<file path="src/rtl/pixel_readout_seq.sv">
module pixel_readout_seq #(
  parameter int ROW_W  = 8,
  parameter int COL_W  = 10,
  parameter int TIME_W = 16,
  parameter int LEN_W  = 4
) (
  input  logic              clk,
  input  logic              rst_n,
  input  logic              start,
  input  logic [ROW_W-1:0]  num_rows,
  input  logic [COL_W-1:0]  num_cols,
  input  logic [TIME_W-1:0] int_time,
  input  logic [LEN_W-1:0]  strobe_len,
  input  logic              cds_mode,
  input  logic              cal_en,
  output logic [ROW_W-1:0]  row_addr,
  output logic              row_rst,
  output logic              row_sel,
  output logic              sh_rst,
  output logic              sh_sig,
  output logic              cal_short,
  output logic [COL_W-1:0]  col_addr,
  output logic              col_valid,
  output logic              busy,
  output logic              frame_done
);
  localparam int CNT_W = (TIME_W > LEN_W) ? TIME_W : LEN_W;
  localparam logic [ROW_W-1:0] ROW_ONE = 1;
  localparam logic [COL_W-1:0] COL_ONE = 1;
  localparam logic [CNT_W-1:0] CNT_ONE = 1;

  typedef enum logic [2:0] {
    IDLE, ROW_RESET, INTEGRATE, SAMPLE_FIRST, SAMPLE_SECOND, CAL, COL_SCAN, NEXT_ROW
  } state_t;

  state_t state;
  logic [ROW_W-1:0]  row_q, rows_q;
  logic [COL_W-1:0]  col_q, cols_q;
  logic [TIME_W-1:0] time_q;
  logic [LEN_W-1:0]  len_q;
  logic              cds_q, cal_q;
  logic [CNT_W-1:0]  cnt, lim;

  logic [ROW_W-1:0]  eff_rows;
  logic [COL_W-1:0]  eff_cols;
  logic [CNT_W-1:0]  eff_len, eff_time;
  logic              seg_end, last_row, last_col;

  assign eff_rows = (rows_q == '0) ? ROW_ONE : rows_q;
  assign eff_cols = (cols_q == '0) ? COL_ONE : cols_q;
  assign eff_len  = (len_q  == '0) ? CNT_ONE : CNT_W'(len_q);
  assign eff_time = (time_q == '0) ? CNT_ONE : CNT_W'(time_q);
  assign last_row = (row_q == eff_rows - ROW_ONE);
  assign last_col = (col_q == eff_cols - COL_ONE);

  always_comb begin
    case (state)
      INTEGRATE:                              lim = eff_time;
      ROW_RESET, SAMPLE_FIRST, SAMPLE_SECOND,
      CAL:                                    lim = eff_len;
      default:                                lim = CNT_ONE;
    endcase
  end
  assign seg_end = (cnt == lim - CNT_ONE);

  always_ff @(posedge clk or negedge rst_n) begin
    if (!rst_n) begin
      state  <= IDLE;
      row_q  <= '0;
      col_q  <= '0;
      cnt    <= '0;
      rows_q <= '0;
      cols_q <= '0;
      time_q <= '0;
      len_q  <= '0;
      cds_q  <= 1'b0;
      cal_q  <= 1'b0;
    end else begin
      case (state)
        IDLE: if (start) begin
          rows_q <= num_rows;
          cols_q <= num_cols;
          time_q <= int_time;
          len_q  <= strobe_len;
          cds_q  <= cds_mode;
          cal_q  <= cal_en;
          row_q  <= '0;
          cnt    <= '0;
          state  <= ROW_RESET;
        end
        ROW_RESET, INTEGRATE, SAMPLE_FIRST, SAMPLE_SECOND, CAL:
          if (!seg_end) cnt <= cnt + CNT_ONE;
          else begin
            cnt <= '0;
            case (state)
              ROW_RESET:     state <= INTEGRATE;
              INTEGRATE:     state <= SAMPLE_FIRST;
              SAMPLE_FIRST:  state <= SAMPLE_SECOND;
              SAMPLE_SECOND: state <= cal_q ? CAL : COL_SCAN;
              default:       state <= COL_SCAN;
            endcase
          end
        COL_SCAN:
          if (last_col) begin
            col_q <= '0;
            state <= NEXT_ROW;
          end else col_q <= col_q + COL_ONE;
        default:
          if (last_row) begin
            row_q <= '0;
            state <= IDLE;
          end else begin
            row_q <= row_q + ROW_ONE;
            state <= ROW_RESET;
          end
      endcase
    end
  end

  assign row_addr   = row_q;
  assign row_rst    = (state == ROW_RESET) || (state == SAMPLE_SECOND && !cds_q);
  assign row_sel    = (state == SAMPLE_FIRST) || (state == SAMPLE_SECOND);
  assign sh_rst     = cds_q ? (state == SAMPLE_FIRST) : (state == SAMPLE_SECOND);
  assign sh_sig     = cds_q ? (state == SAMPLE_SECOND) : (state == SAMPLE_FIRST);
  assign cal_short  = (state == CAL);
  assign col_addr   = col_q;
  assign col_valid  = (state == COL_SCAN);
  assign busy       = (state != IDLE);
  assign frame_done = (state == NEXT_ROW) && last_row;

  assert_sel_spans_samples_R6: assert property (@(posedge clk) disable iff (!rst_n)
    (sh_rst || sh_sig) |-> row_sel && !col_valid && !cal_short);
  assert_one_phase_R4: assert property (@(posedge clk) disable iff (!rst_n)
    $onehot0({sh_rst, sh_sig, cal_short, col_valid}));
  assert_col_step_R8: assert property (@(posedge clk) disable iff (!rst_n)
    (col_valid && $past(col_valid)) |-> col_addr == $past(col_addr) + COL_ONE);
  assert_col_zero_R8: assert property (@(posedge clk) disable iff (!rst_n)
    !col_valid |-> col_addr == '0);
  assert_row_step_R2: assert property (@(posedge clk) disable iff (!rst_n)
    (busy && $past(busy)) |-> (row_addr == $past(row_addr) || row_addr == $past(row_addr) + ROW_ONE));
  assert_done_to_idle_R9: assert property (@(posedge clk) disable iff (!rst_n)
    frame_done |=> !busy && !frame_done);
  assert_no_restart_R10: assert property (@(posedge clk) disable iff (!rst_n)
    (start && busy && !frame_done) |=> busy);
  assert_idle_quiet_R1: assert property (@(posedge clk) disable iff (!rst_n)
    !busy |-> !(row_rst || row_sel || sh_rst || sh_sig || cal_short || col_valid) && row_addr == '0);
endmodule

</file>
<file path="config.mk">
export PLATFORM = sky130hd
export DESIGN_NAME = pixel_readout_seq
export DESIGN_NICKNAME = d
export VERILOG_FILES = /design/src/rtl/pixel_readout_seq.sv
export SDC_FILE = /design/constraint.sdc
export NUM_CORES = 1
export LEC_CHECK = 0
export ABC_AREA = 1
export BUFFER_PORTS_ARGS = -buffer_cell sky130_fd_sc_hd__buf_2
export CAP_MARGIN = 20
export CORE_MARGIN = 2
export CORE_UTILIZATION = 50
export CTS_CLUSTER_DIAMETER = 60
export DETAILED_ROUTE_END_ITERATION = 10
export PLACE_DENSITY = 0.72
export SKIP_CTS_REPAIR_TIMING = 1
export SYNTH_ARGS = -nofsm -noshare
export SYNTH_HDL_FRONTEND = slang
export SYNTH_SLANG_ARGS = --single-unit
</file>
<file path="constraint.sdc">
create_clock -name clk -period 3.8 [get_ports clk]
set_input_delay 0.38 -clock clk [delete_from_list [all_inputs] [get_ports clk]]
set_output_delay 0.38 -clock clk [all_outputs]
set_load 0.02 [all_outputs]
</file>
==> summary.md <==
| Metric | Value |
|---|---|
| Die H | `102 um` |
| Overall Power | `approximately 4.4 mW` |
| Placement-stage cell area | `about 5300 um^2` |
| Tcrit/Tclk final | `0.797` |
| Largest net degree at the start of global routing | `78` |
| Grt total ovfl | `0` |
| Final hold slack | `about 0.15 ns` |
| CORE AREA | `9280 um^2` |
| First-pass GRT wire length | `20200 um` |
| Worst clock skew | `approximately 0.014 ns` |
| Synth top area share | `0.401` |
| Layout area overhead | `13.5%` |
| Total number of vias | `approximately 4400` |
| Setup crit end kind | `output pin` |
| Synth Area in Adders | `0.0156` |
| Vias in the first global route | `~4300` |
| Die ar. | `around 10000 um^2` |
| Yosys cell types | `31` |
| Fillers | `between 900 and 1000` |
| Mapped Avg Cell Area | `a little over 7 um^2` |
| Unrepaired setup endpoints after global routing | `false` |
| Vias per cell | `5.06` |
| Synth top area cells | `dfrtp_1, nand2_1, xor2_1, nor2_1, nand3_1` |
| Outcome | `finished clean` |
| Port bufs | `roughly 70` |
| MaxCap Viol Count | `0` |
| Clock sinks | `77` |
| GRT Overall Usage | `0.249` |
| CP required | `between 3 and 4 ns` |
| Die X | `between 100 and 150 um` |
| VDD IR max | `between 0.0004 and 0.0005 V` |
| Routed WL | `~12000 um` |
| Clock Latency Late Sink | `between 0.3 and 0.4 ns` |
| Yosys warnings | `0` |
| Initial antenna violation count | `0` |
| Slew Viols, Final | `0` |
| TritonCTS clock tree | `done` |
| Worst Path Max Fanout | `4` |
| Net Count, Synth | `about 720` |
| Largest area contributor in the netlist | `dfrtp_1` |
| Per-cell routed wire length | `roughly 14 um` |
| Xor and xnor area share after synthesis | `0.110` |
| Commonest non-fill, non-tap cell in the layout | `nand2_1` |
| Starting density of the core | `0.518` |
| Final RePlAce weighted congestion | `0.941` |
| Mux share of post-synthesis cell area | `0` |
| Main combinational cell family by area after synthesis | `simple AND/OR/NAND/NOR gates` |
| Post-synthesis sequential area ratio | `0.401` |
| Count of state elements after synthesis | `77` |
| Critical path type | `flip-flop to output pin` |
| Hold Crit Class | `primary input to async pin` |
| Leak pwr | `approximately 2.8 nW` |
| Data arrival, critical path | `2.65 ns` |
| CP startpoint kind | `flip-flop` |
| PwrDens | `between 800 and 900 nW/um^2` |
| Reg clk slew, reported paths | `~0.090 ns` |
| Synth Area in Simple Gates | `0.334` |
| DRT Pass-1 Iters | `4` |
| # DRC | `0` |
| Total CTS buffers | `9` |
| CTS H-Tree Depth | `3` |
| DP HPWL | `~8900 um` |
| Final setup fails | `0` |
| Max Buffers Root-to-Sink | `2` |
| I/O pin count | `just under 70` |
| Share of cells above drive strength 1 | `0.139` |
| Clock root buffer | `clkbuf_8` |
| Compound-gate portion of the synthesized area | `0.0762` |
| Setup TNS | `0 ns` |
| Final ANT Viol Nets | `0` |
| Nets | `between 700 and 800` |
| Highest Clock Rate | `between 300 and 400 MHz` |
| Rel. slew slack | `0.366` |
| Initial DRC Count | `around 240` |
| Std cell rows | `35` |
| Design Area, Final | `~5500 um^2` |
| Fin. Hold Viols | `0` |
| Minimum clock period | `just over 3 ns` |
| Synth Instances | `between 600 and 700` |
| Most frequent cells in the layout | `nand2_1, nor2_1, dfrtp_1` |
| Worst Tran Pin Value | `about 0.95 ns` |
| Mapped Area | `a little under 5000 um^2` |
| # diodes | `0` |
[state kept, by name (all words and copies together) (netlist names)]
signal,count
time_q,16
cds_q,1
col_addr,10
row_addr,8
cols_q,10
rows_q,8
cnt,16
cal_q,1
state,3
len_q,4
[synth_stat cells (all sizes together)]
master	number
clkbuf	6
xnor3	1
xor2	44
o211ai	1
buf	5
nor2	84
xnor2	14
nor3	12
a31oi	1
o22ai	7
and2	1
o21bai	2
nor3b	3
nand3	52
dfrtp	77
o21ai	36
nand4	6
o31ai	2
nand3b	3
a21oi	19
inv	66
nand2	226
ha	6
[area by class of cell]
| cell class | instances | area, um^2 | share of cell area |
|---|---|---|---|
| Tap cell | 129 | 161 | 0.0296 |
| Clock buffer | 9 | 124 | 0.0227 |
| Inverter | 66 | 248 | 0.0454 |
| Multi-Input combinational cell | 520 | 2580 | 0.473 |
| Clock inverter | 7 | 62.6 | 0.0115 |
| Sequential cell | 77 | 1930 | 0.353 |
| Timing Repair Buffer | 70 | 358 | 0.0655 |
[path summary, 6_finish.rpt]
path	start	to	slack [ns]	depth (start not counted)
setup reg to reg	state[1]$_DFFE_PN0P_	state[0]$_DFFE_PN0P_	0.79	22
min in group clk	int_time[15]	time_q[15]$_DFFE_PN0P_	0.21	3
setup / recovery	rows_q[2]$_DFFE_PN0P_	frame_done	0.77	12
hold reg to reg	len_q[0]$_DFFE_PN0P_	len_q[0]$_DFFE_PN0P_	0.51	2
max in group asynchronous	rst_n	time_q[6]$_DFFE_PN0P_	3.01	1
hold / removal	rst_n	cds_q$_DFFE_PN0P_	0.15	1
[report_power, final]
group	leakage [nW]	switching [mW]	internal (mW)
combinational	1.70	1.58	0.861
clock	0.0927	0.338	0.250
sequential	0.999	0.319	1.10
[worst max-delay path: stages (launching register included)]
cell	delay [ns]
dfrtp_1	0.44
nor2_1	0.08
and2_1	0.15
a31oi_1	0.31
ha_1	0.28
xnor2_1	0.09
xor2_1	0.14
nor2_1	0.11
nand3_1	0.09
nor3_1	0.14
nand3_1	0.16
nor2_1	0.12
buf_2	0.17
[logic make-up (layout without fill, tap and decap cells)]
group / after synthesis / after routing
adders and majority gates: 6 / 6
AOI/OAI and AO/OA: 68 / 68
buffers and inverters: 77 / 152
xor gates and xnor gates: 59 / 59
and+or+nand+nor: 387 / 387
DFF: 77 / 77
[layer usage]
layer	GRT usage	wire length, um	up-vias
met5	0	0	-
met4	0.0759	168	0
met3	0.0534	673	19
met2	0.408	5610	131
met1	0.333	5450	2025
li1	-	-	2271
[through the flow]
step	worst slack [ns]	instances	util
after floorplan	1.28	674	-
after detailed placement	0.850	862	0.568
after global placement	1.01	862	0.568
after global routing	0.436	878	0.588
after CTS	0.756	878	0.588
final	0.770	878	0.588
(Power assumes the default switching activity.)
